<file path="config.mk">
export PLATFORM = sky130hd
export DESIGN_NAME = wdog_timeout_status
export DESIGN_NICKNAME = d
export VERILOG_FILES = /design/src/rtl/wdog_pkg.sv /design/src/rtl/wdog_tap_edge.sv /design/src/rtl/wdog_status_flags.sv /design/src/rtl/wdog_timeout_status.sv
export SDC_FILE = /design/constraint.sdc
export NUM_CORES = 1
export LEC_CHECK = 0
export ABC_AREA = 1
export ABC_CLOCK_PERIOD_IN_PS = 800
export BUFFER_PORTS_ARGS = -buffer_cell sky130_fd_sc_hd__buf_4
export CAP_MARGIN = 10
export CORE_AREA = 2 2 39 41
export CTS_BUF_LIST = sky130_fd_sc_hd__clkbuf_8
export DETAILED_ROUTE_END_ITERATION = 10
export DIE_AREA = 0 0 41 43
export PLACE_DENSITY_LB_ADDON = 0.1
export SETUP_SLACK_MARGIN = 0.02
export SYNTH_ARGS = -nofsm -noshare
export SYNTH_HDL_FRONTEND = slang
export SYNTH_SLANG_ARGS = --single-unit
</file>
<file path="constraint.sdc">
create_clock -name clk -period 0.8 [get_ports clk]
set_clock_uncertainty 0.1 [all_clocks]
set_input_delay 0.08 -clock clk [delete_from_list [all_inputs] [get_ports clk]]
set_output_delay 0.08 -clock clk [all_outputs]
set_load 0.02 [all_outputs]
</file>
<file path="src/rtl/wdog_pkg.sv">
package wdog_pkg;

   // Bit positions of the clear mask and of the packed status
   localparam int unsigned HIT_BIT = 0;
   localparam int unsigned ARM_BIT = 1;
   localparam int unsigned STAT_W  = 2;

   typedef struct packed {
      logic arm;   // bit 1
      logic hit;   // bit 0
   } wdog_flags_t;

endpackage

</file>
<file path="src/rtl/wdog_tap_edge.sv">
module wdog_tap_edge #(
   parameter int unsigned           TB_W     = 32,
   parameter int unsigned           SEL_W    = 2,
   parameter int unsigned           POS_W    = 8,
   parameter logic [(1<<SEL_W)*POS_W-1:0] TAP_LIST = {8'd29, 8'd25, 8'd21, 8'd17}
) (
   input  logic              clk,
   input  logic              rst,
   input  logic [TB_W-1:0]   tb_count,
   input  logic [SEL_W-1:0]  period_sel,
   output logic              rise
);

   localparam int unsigned NTAPS = 1 << SEL_W;

   logic [NTAPS-1:0] tap_vec;
   logic             tap_cur;
   logic             stage_q;
   logic             prev_q;
   logic             unused_tb_bits;

   // One tap wire per selectable position; positions fixed at elaboration
   for (genvar gi = 0; gi < NTAPS; gi++) begin : g_tap
      localparam int unsigned POS = TAP_LIST[gi*POS_W +: POS_W];
      initial begin
         assert (POS < TB_W)
            else $error("tap %0d position %0d outside time base width %0d", gi, POS, TB_W);
      end
      assign tap_vec[gi] = tb_count[POS];
   end

   assign tap_cur        = tap_vec[period_sel];
   assign unused_tb_bits = ^tb_count;

   // Two register stages: capture, then history. Reset preloads both with the
   // live tap so a bit already high at reset release is not a rise.
   always_ff @(posedge clk) begin
      if (rst) begin
         stage_q <= tap_cur;
         prev_q  <= tap_cur;
      end else begin
         stage_q <= tap_cur;
         prev_q  <= stage_q;
      end
   end

   assign rise = stage_q & ~prev_q;

   // a rise pulse lasts one cycle only
   p_rise_single_r10: assert property (@(posedge clk) disable iff (rst)
      rise |=> !rise);

endmodule

</file>
<file path="src/rtl/wdog_status_flags.sv">
module wdog_status_flags
   import wdog_pkg::*;
(
   input  logic              clk,
   input  logic              rst,
   input  logic              rise,
   input  logic              wr_en,
   input  logic [STAT_W-1:0] wr_mask,
   output wdog_flags_t       flags
);

   logic clr_hit, clr_arm;
   logic set_hit, set_arm;
   wdog_flags_t flags_n;

   assign clr_hit = wr_en & wr_mask[HIT_BIT];
   assign clr_arm = wr_en & wr_mask[ARM_BIT];
   assign set_arm = rise & ~flags.arm;
   assign set_hit = rise &  flags.arm & ~flags.hit;

   // Set terms are ORed after the clear, so a hardware set outranks a clear
   always_comb begin
      flags_n.arm = set_arm | (flags.arm & ~clr_arm);
      flags_n.hit = set_hit | (flags.hit & ~clr_hit);
   end

   always_ff @(posedge clk) begin
      if (rst) flags <= '0;
      else     flags <= flags_n;
   end

   p_reset_r1: assert property (@(posedge clk)
      rst |=> (flags == '0));

   p_arm_r2: assert property (@(posedge clk) disable iff (rst)
      (rise && !flags.arm && !(wr_en && wr_mask[HIT_BIT])) |=> (flags.arm && $stable(flags.hit)));

   p_hit_r3: assert property (@(posedge clk) disable iff (rst)
      (rise && flags.arm && !flags.hit) |=> flags.hit);

   p_clear_hit_r6: assert property (@(posedge clk) disable iff (rst)
      (wr_en && wr_mask[HIT_BIT] && !(rise && flags.arm && !flags.hit)) |=> !flags.hit);

   p_clear_arm_r6: assert property (@(posedge clk) disable iff (rst)
      (wr_en && wr_mask[ARM_BIT] && !(rise && !flags.arm)) |=> !flags.arm);

   p_sticky_r7: assert property (@(posedge clk) disable iff (rst)
      (flags.hit && !(wr_en && wr_mask[HIT_BIT])) |=> flags.hit);

   p_set_wins_r8: assert property (@(posedge clk) disable iff (rst)
      (rise && !flags.arm && wr_en && wr_mask[ARM_BIT]) |=> flags.arm);

   p_saturate_r11: assert property (@(posedge clk) disable iff (rst)
      (rise && flags.arm && flags.hit && !wr_en) |=> $stable(flags));

endmodule

</file>
<file path="src/rtl/wdog_timeout_status.sv">
module wdog_timeout_status
   import wdog_pkg::*;
#(
   parameter int unsigned TB_W  = 32,
   parameter int unsigned SEL_W = 2,
   parameter int unsigned POS_W = 8,
   parameter logic [(1<<SEL_W)*POS_W-1:0] TAP_LIST = {8'd29, 8'd25, 8'd21, 8'd17}
) (
   input  logic              clk,
   input  logic              rst,
   input  logic [TB_W-1:0]   tb_count,
   input  logic [SEL_W-1:0]  period_sel,
   input  logic              wd_irq_en,
   input  logic              crit_irq_en,
   input  logic              stat_wr_en,
   input  logic [1:0]        stat_wr_mask,
   output logic              stat_arm,
   output logic              stat_hit,
   output logic              wd_irq
);

   logic        rise;
   wdog_flags_t flags;

   wdog_tap_edge #(
      .TB_W     (TB_W),
      .SEL_W    (SEL_W),
      .POS_W    (POS_W),
      .TAP_LIST (TAP_LIST)
   ) u_tap (
      .clk        (clk),
      .rst        (rst),
      .tb_count   (tb_count),
      .period_sel (period_sel),
      .rise       (rise)
   );

   wdog_status_flags u_flags (
      .clk     (clk),
      .rst     (rst),
      .rise    (rise),
      .wr_en   (stat_wr_en),
      .wr_mask (stat_wr_mask),
      .flags   (flags)
   );

   assign stat_arm = flags.arm;
   assign stat_hit = flags.hit;
   assign wd_irq   = flags.hit & wd_irq_en & crit_irq_en;

   // request follows the flag from the status module and both enables
   p_irq_gate_r5: assert property (@(posedge clk) disable iff (rst)
      wd_irq |-> (flags.hit && wd_irq_en && crit_irq_en));

   // with both enables held, the request cannot drop without a hit clear
   p_irq_hold_r7: assert property (@(posedge clk) disable iff (rst)
      (wd_irq && wd_irq_en && crit_irq_en && !(stat_wr_en && stat_wr_mask[0]))
         |=> (stat_hit));

endmodule

</file>
Word-level counts from Yosys, hierarchy flattened
Cells that the tools add are included.
{"block": "op_classes", "order_cmp": 1, "mux": 3, "bitwise": 17}
{"operator": "1-bit bitwise AND", "n": 10}
{"operator": "1-bit inverter", "n": 5}
{"operator": "2-bit by 3-bit less-than comparator with 1-bit output, second input constant", "n": 1}
{"operator": "1-bit binary-select mux with 2-bit select", "n": 1}
{"operator": "1-bit 2-to-1 mux", "n": 2}
{"operator": "1-bit bitwise OR", "n": 2}
{"block": "word_totals", "ff_bits": 4, "input_bits": 41, "out_inout_bits": 3, "word_cells": 25}

Longest topological paths before layout
Gate-level depths: netlist of run 1.
{"block": "logic_depth", "ltp_word": 5, "depth_mapped": 5, "depth_no_buf": 5}

Modules after synthesis
From an unflattened synthesis of run 1, not the netlist that was laid out.
{"block": "hier_totals", "cells_unflattened": 31, "hier_area_um2": 209.0}
{"module": "wdog_tap_edge", "n_inst": 1, "cells_each": 16, "area_each_um2": 113.9, "seq_area_each_um2": 40.0}
{"module": "wdog_status_flags", "n_inst": 1, "cells_each": 12, "area_each_um2": 81.3, "seq_area_each_um2": 40.0}
{"module": "wdog_timeout_status", "n_inst": 1, "cells_each": 3, "area_each_um2": 13.8, "seq_area_each_um2": 0.0}

Worst setup path after synthesis of run 1
No wires, ideal clock.
{"block": "synth_timing", "path_type": "flip-flop to output port", "startpoint": "register u_flags.flags[0] (netlist name)", "endpoint": "output wd_irq", "t_arrival_ns": 0.751, "required_time_ns": 0.620, "setup_slack_ns": -0.131, "path_stages_with_launch": 2, "n_path_buf": 0, "cell_sequence": "dfxtp_1 -> and3_1"}
{"block": "synth_via", "elab_chain_cells": 2}
{"element": "1-bit bitwise AND (2 in a row)", "line": "wdog_timeout_status.sv:49", "text": "assign wd_irq = flags.hit & wd_irq_en & crit_irq_en;"}
{"element": "to (decl)", "line": "wdog_timeout_status.sv:19", "text": "output logic wd_irq"}
No other way between the ends.

Worst setup path after layout of run 1
{"block": "layout_timing", "startpoint": "register u_flags.flags[0] (netlist name)", "endpoint": "output wd_irq"}
{"block": "layout_via", "elab_chain_cells": 2}
{"element": "1-bit bitwise AND (2 in a row)", "line": "wdog_timeout_status.sv:49"}
No other way between the ends.

==> impl_metrics.ini, run 1 <==
[detailed_routing]
drt_iter0_drc = 3
firstDrtPassIters = 4
ant_nets = 0
wl_per_cell_um = 8.03
route.detailed.drc = 0
num_vias = 244
routed_wl_um = 506
vias_per_cell = 3.87

[yosys]
synth_cell_type_count = 11
ys_seq_area_share_pct = 40.5
synth_top_area_share_pct = 40.5
postSynthCellCount = 28
synth_area_um2 = 198
synth-seq-cells = 4
synth.area.top_cells = dfxtp_1, nand2_1, nand3_1
syn_nets = 69
ys_warn_count = 0
syn_area_per_cell_um2 = 7.06
yosys.area.top_type = dfxtp_1

[timing]
hold_violations = 1
final.setup.tns_ns = -0.425
drv_slew = 0
setup_slack_ns = -0.178
relSlewSlack_pct = 92.5
finalSetupViolations = 4
fmax_mhz = 1020
period_minus_slack_ns = 0.978
rsz0062_at_grt = true
whs_ns = -0.00516
period_share_pct = 122
worst_pin_slew_ns = 0.112

[finish]
drive_gt1_share_pct = 59.6
seqCellArea_um2 = 85.1
utilization_pct = 29.7
final.fill_count = 169
fin_cells = 63
nNetsFinal = 90
multi_input_comb_area_um2 = 114
fin_area_um2 = 410
syn2layout_area_growth_pct = 108
diodes = 0

[global_route]
track_usage_pct = 7.73
grt_pass1_vias = 244
grt_overflow_total = 0
grt_max_degree = 5
grt_pass1_wl_um = 834
antenna_found_initial = 0

[floorplan]
die-height_um = 43
start_util_pct = 14.3
core_area_mm2 = 0.00138
boundaryPins = 44
die_area_mm2 = 0.00176
chipWidth_um = 41
fp-row-count = 14

[placement]
place_ws_ns = -0.00118
placed_area_um2 = 338
gp_congestion = 0.592
hpwl_um = 400
place_inst = 59
portBuffers = 15

[clock_network]
clock_latency_ns = 0.22
htreeDepth = 1
cts-root-buf = clkbuf_8
clk_pin_slew_ns = 0.03
cts_buffer_depth = 2
cts_tree = yes
cts_made_buffers = 3
cts_sinks = 4

[power]
totalPowerFinal_uw = 802
power_density_mw_per_mm2 = 1950
max-vdd-ir-drop_mv = 0.577
p_leak_nw = 0.205

[outcome]
violations = hold timing, setup timing
status = finished, violations left

[min_path]
hp-class = in2reg
worstHoldStart = rst

[setup_path]
critical_path_class = reg2out
r2r-start = u_flags.flags[0]$_SDFF_PP0_
cp-start-kind = flop
startpoint = u_flags.flags[0]$_SDFF_PP0_
crit_fanout = 2
end_kind = output port
worstPathRequired_ns = 0.62
arrival_ns = 0.80

[run]
max_cap_violations = 0
-- registers in the layout (all words and copies together) (netlist names) --
name           count
u_tap.stage_q      1
u_flags.flags      2
u_tap.prev_q       1
-- worst max-delay path, stage by stage, from the launching register on --
cell and delay, ns:
dfxtp_2 0.31, and3_4 0.16, buf_6 0.11
-- logic make-up (layout without fill, tap and decap cells) --
family | count (synthesis) | in the layout | synth area share (%)
simple gates | 17 | 17 | 44.9
buf+inv | 5 | 24 | 9.49
compound gates | 2 | 2 | 5.06
flops | 4 | 4 | 40.5
-- layout by cell type (no fill, tap or decap), drive strengths merged --
cell type	Yosys	final
nand3	6	6
buf	0	16
dfxtp	4	4
a21oi	2	2
inv	5	5
clkbuf	0	3
nor2	1	1
and2	1	1
nand2	8	8
and3	1	1
-- synth_stat cells, drive strengths merged --
library cell and instances:
a21oi 2, and2 1, and3 1, dfxtp 4
inv 5, nand2 8, nand3 6, nor2 1
-- power by group --
group / internal [mW] / leakage (nW) / switching, mW
clock: 0.321 / 0.0216 / 0.107
sequential: 0.222 / 0.0344 / 0.0136
combinational: 0.0812 / 0.149 / 0.0569
-- timing repair --
item / 4_1_cts / 5_1_grt
buffers inserted: 1 / 0
pin swaps: 0 / 1
endpoints found under the hold margin: 1 / 0
resized for setup: 4 / 2
setup endpoints to repair: 3 / 5
-- area by class of cell --
type | instances | share of cell area (%)
Multi-Input combinational cell | 19 | 27.7
Timing Repair Buffer | 16 | 32.0
Inverter | 5 | 4.57
Sequential cell | 4 | 20.7
Tap cell | 16 | 4.88
Clock buffer | 3 | 10.1
-- per-layer routing --
| metal | global-route usage, % | routed length [um] | vias up |
|---|---|---|---|
| met5 | 0 | 0 | - |
| met4 | 8.00 | 21 | 0 |
| met3 | 4.71 | 69 | 2 |
| met2 | 11.6 | 244 | 12 |
| met1 | 6.11 | 171 | 103 |
| li1 | - | - | 127 |
-- worst paths after layout --
check	end	slack (ns)	cells after the start
worst min register to register	u_tap.prev_q$_DFF_P_	0.37	2
worst min-delay path	u_tap.prev_q$_DFF_P_	-0.005	3
worst max register to register	u_flags.flags[0]$_SDFF_PP0_	-0.02	4
worst max-delay path	wd_irq	-0.18	2
(Power assumes the default switching activity.)
==> run 2: changes to the inputs <==
--- a/config.mk
+++ b/config.mk
@@ -15,6 +15,7 @@
 export DIE_AREA = 0 0 41 43
 export PLACE_DENSITY_LB_ADDON = 0.1
 export SETUP_SLACK_MARGIN = 0.02
+export SKIP_CTS_REPAIR_TIMING = 1
 export SYNTH_ARGS = -nofsm -noshare
 export SYNTH_HDL_FRONTEND = slang
 export SYNTH_SLANG_ARGS = --single-unit
==> impl_metrics.ini, run 2 (same netlist as run 1, synthesis figures left out) <==
[outcome]
status = finished, violations left
violations = hold timing, setup timing

[global_route]
track_usage_pct = 7.43
antenna_found_initial = 0
grt_max_degree = 5
grt_pass1_vias = 233
grt_pass1_wl_um = 793
grt_overflow_total = 0

[min_path]
hp-class = in2reg

[setup_path]
arrival_ns = 0.80
crit_fanout = 2
end_kind = output port
critical_path_class = reg2out
cp-start-kind = flop
worstPathRequired_ns = 0.62

[clock_network]
cts_buffer_depth = 2
clk_pin_slew_ns = 0.03
htreeDepth = 1
cts_sinks = 4
cts_tree = yes
cts_made_buffers = 3
clock_latency_ns = 0.22
cts-root-buf = clkbuf_8

[timing]
finalSetupViolations = 4
setup_slack_ns = -0.180
final.setup.tns_ns = -0.426
worst_pin_slew_ns = 0.112
relSlewSlack_pct = 92.5
hold_violations = 1
whs_ns = -0.00516
fmax_mhz = 1020
drv_slew = 0
period_share_pct = 122
period_minus_slack_ns = 0.980
rsz0062_at_grt = true

[finish]
largest_register_ffs = 2
layout_common_cells = buf_4, nand2_1, nand3_2, inv_1
regMostFlops = u_flags.flags
drive_gt1_share_pct = 59.6
diodes = 0
syn2layout_area_growth_pct = 108
nNetsFinal = 90
mostFrequentLayoutCell = buf_4
utilization_pct = 29.7
top_regs = u_flags.flags: 2 flops, u_tap.prev_q: 1 flops, u_tap.stage_q: 1 flops

[detailed_routing]
drt_iter0_drc = 3
route.detailed.drc = 0
num_vias = 243
wl_per_cell_um = 8.03
routed_wl_um = 506
ant_nets = 0
firstDrtPassIters = 4
vias_per_cell = 3.86

[power]
p_leak_nw = 0.205
totalPowerFinal_uw = 802
max-vdd-ir-drop_mv = 0.576
power_density_mw_per_mm2 = 1950

[floorplan]
die-height_um = 43
boundaryPins = 44
chipWidth_um = 41
fp-row-count = 14
start_util_pct = 14.3
die_area_mm2 = 0.00176
core_area_mm2 = 0.00138

[run]
max_cap_violations = 0

[placement]
hpwl_um = 400
gp_congestion = 0.592
portBuffers = 15
run 2: cell counts in the layout (fill, tap and decap cells not counted):
No cell type changed its count.
run 2: worst max-delay path, stage by stage (launching register included):
cell and delay, ns:
dfxtp_2 0.31, and3_4 0.16, buf_6 0.11
run 2: where the power goes:
part           internal, mW  switching [mW]  leakage (nW)  total [mW]
clock network         0.321           0.107        0.0216       0.428
logic                0.0813          0.0570         0.149       0.138
registers             0.222          0.0137        0.0344       0.236
total                 0.624           0.178         0.205       0.802
run 2: metrics by stage:
stage	cells	instance area (um^2)	setup slack [ns]
2_1_floorplan	28	205	0.00644
3_3_place_gp	59	338	0.000764
3_5_place_dp	59	338	-0.00118
4_1_cts	62	379	-0.237
5_1_grt	63	410	-0.203
6_report	63	410	-0.180
run 2: cell type report:
type / instances / area, um^2
flip-flops and latches: 4 / 85.1
multi-input cells: 19 / 114
inverters: 5 / 18.8
clock buffers: 3 / 41.3
fillers: 169 / 973
well taps: 16 / 20.0
repair buffers: 16 / 131
run 2: path summary, 6_finish.rpt:
check        cells after the start  slack, ns                        start                     endpoint
max                              2      -0.18  u_flags.flags[0]$_SDFF_PP0_                       wd_irq
min                              3     -0.005                          rst         u_tap.prev_q$_DFF_P_
max reg2reg                      4      -0.01  u_flags.flags[0]$_SDFF_PP0_  u_flags.flags[0]$_SDFF_PP0_
min reg2reg                      2       0.37        u_tap.stage_q$_DFF_P_         u_tap.prev_q$_DFF_P_
run 2: routing by layer:
layer	vias to the layer above	GRT usage, %	wire, um
met3	2	4.71	64
met5	-	0	0
met1	103	5.79	176
met2	12	10.9	243
met4	0	8.00	21
li1	126	-	-
==> run 3: changes to the inputs <==
--- a/config.mk
+++ b/config.mk
@@ -9,10 +9,13 @@
 export ABC_CLOCK_PERIOD_IN_PS = 800
 export BUFFER_PORTS_ARGS = -buffer_cell sky130_fd_sc_hd__buf_4
 export CAP_MARGIN = 10
-export CORE_AREA = 2 2 39 41
+export CELL_PAD_IN_SITES_DETAIL_PLACEMENT = 1
+export CELL_PAD_IN_SITES_GLOBAL_PLACEMENT = 2
+export CORE_ASPECT_RATIO = 0.8
+export CORE_MARGIN = 1
+export CORE_UTILIZATION = 10
 export CTS_BUF_LIST = sky130_fd_sc_hd__clkbuf_8
 export DETAILED_ROUTE_END_ITERATION = 10
-export DIE_AREA = 0 0 41 43
 export PLACE_DENSITY_LB_ADDON = 0.1
 export SETUP_SLACK_MARGIN = 0.02
 export SKIP_CTS_REPAIR_TIMING = 1
==> impl_metrics.ini, run 3 (same netlist as run 1, synthesis figures left out) <==
[outcome]
status = finished, violations left
violations = setup timing

[timing]
relSlewSlack_pct = 93.6
hold_violations = 0
fmax_mhz = 985
period_minus_slack_ns = 1.01
finalSetupViolations = 3
setup_slack_ns = -0.215
drv_slew = 0
whs_ns = 0.0105
worst_pin_slew_ns = 0.0958
period_share_pct = 127
rsz0062_at_grt = true

[setup_path]
critical_path_class = reg2out
cp_cell_sequence = and3_4 > buf_6
cp-start-kind = flop
worstPathRequired_ns = 0.62
r2r_end = u_flags.flags[0]$_SDFF_PP0_
worstRegToRegCells = 2
arrival_ns = 0.83
r2r_setup_slack_ns = 0.05
crit_end = wd_irq
end_kind = output port
crit_fanout = 4
cpMaxStageDelayCell = dfxtp_4
r2r-start = u_flags.flags[1]$_SDFF_PP0_
critical_path.max_stage_delay_ns = 0.34
startpoint = u_flags.flags[0]$_SDFF_PP0_

[placement]
place_inst = 65
portBuffers = 15
gp_congestion = 0.657
placed_area_um2 = 345

[global_route]
grt_pass1_wl_mm = 1.08
grt_overflow_total = 0
grt_max_degree = 5
antenna_found_initial = 0
grt_pass1_vias = 253
track_usage_pct = 7.01

[detailed_routing]
num_vias = 241
routed_wl_um = 655
firstDrtPassIters = 1
drt_iter0_drc = 0
vias_per_cell = 3.49
route.detailed.drc = 0
wl_per_cell_um = 9.49
ant_nets = 0

[clock_network]
cts_made_buffers = 3
cts_sinks = 4
htreeDepth = 1
cts-root-buf = clkbuf_8
cts_buffer_depth = 2
clk_pin_slew_ns = 0.03
clock_latency_ns = 0.22
cts_tree = yes

[min_path]
hp-class = in2reg

[finish]
largest_register_ffs = 2
regMostFlops = u_flags.flags
top_regs = u_flags.flags: 2 flops, u_tap.prev_q: 1 flops, u_tap.stage_q: 1 flops
fin_area_um2 = 419
utilization_pct = 24.1
mostFrequentLayoutCell = buf_4
fin_cells = 69
layout_common_cells = buf_4, nand2_1, nand3_1
final.fill_count = 207
drive_gt1_share_pct = 63.8
syn2layout_area_growth_pct = 112
nNetsFinal = 90
diodes = 0

[floorplan]
start_util_pct = 11.4
die_area_mm2 = 0.00216
die-height_um = 41.8
core_area_mm2 = 0.00174
fp-row-count = 13
chipWidth_um = 51.7
boundaryPins = 44

[power]
max-vdd-ir-drop_mv = 0.785
p_leak_nw = 0.204
power_density_mw_per_mm2 = 1920

[run]
max_cap_violations = 0
[run 3: cell counts in the layout (fill, tap and decap cells not counted)]
Identical to the previous run, type by type.
[run 3: critical path: cells and delay by family (launching register included)]
family / cells / cell delay [ns]
buffers and inverters: 1 / 0.11
DFF: 1 / 0.34
and+or+nand+nor: 1 / 0.17
[run 3: final cells by class]
class | count | area, um^2 | area share [%]
clock buffer | 3 | 41.3 | 9.85
timing repair buffer | 16 | 131 | 31.3
sequential | 4 | 88.8 | 21.2
multi-input combinational | 19 | 111 | 26.6
tap | 22 | 27.5 | 6.57
inverter | 5 | 18.8 | 4.48
[run 3: where the power goes]
part           internal [mW]  switching, mW
clock network          0.320          0.101
logic                 0.0838         0.0604
registers              0.222         0.0176
total                  0.626          0.179
[run 3: routing by layer]
| metal | up-vias | GRT usage, % | part of all wire (%) |
|---|---|---|---|
| met3 | 0 | 2.56 | 6.1 |
| met1 | 107 | 8.23 | 45 |
| met5 | - | 0 | 0 |
| li1 | 126 | - | - |
| met4 | 0 | 6.49 | 0 |
| met2 | 8 | 9.61 | 48 |
[run 3: worst min-delay path by stage]
| stage | endpoint | start | slack [ns] | cells past startpoint |
|---|---|---|---|---|
| after global placement | u_tap.prev_q$_DFF_P_ | rst | 0.23 | 3 |
| final | u_tap.prev_q$_DFF_P_ | rst | 0.01 | 3 |
| after floorplan | u_tap.prev_q$_DFF_P_ | rst | 0.11 | 2 |
| after CTS | u_tap.prev_q$_DFF_P_ | rst | 0.01 | 3 |
| after global routing | u_tap.prev_q$_DFF_P_ | rst | 0.03 | 3 |
| after detailed placement | u_tap.prev_q$_DFF_P_ | rst | 0.24 | 3 |
[run 3: per-stage QoR]
step / TNS [ns] / power (mW) / worst slack, ns
after floorplan: 0 / 0.292 / 0.00644
after global placement: -0.00194 / 0.365 / -0.00194
after detailed placement: -0.00856 / 0.368 / -0.00856
after CTS: -0.415 / 0.802 / -0.241
after global routing: -0.526 / 0.852 / -0.236
final: -0.463 / 0.805 / -0.215
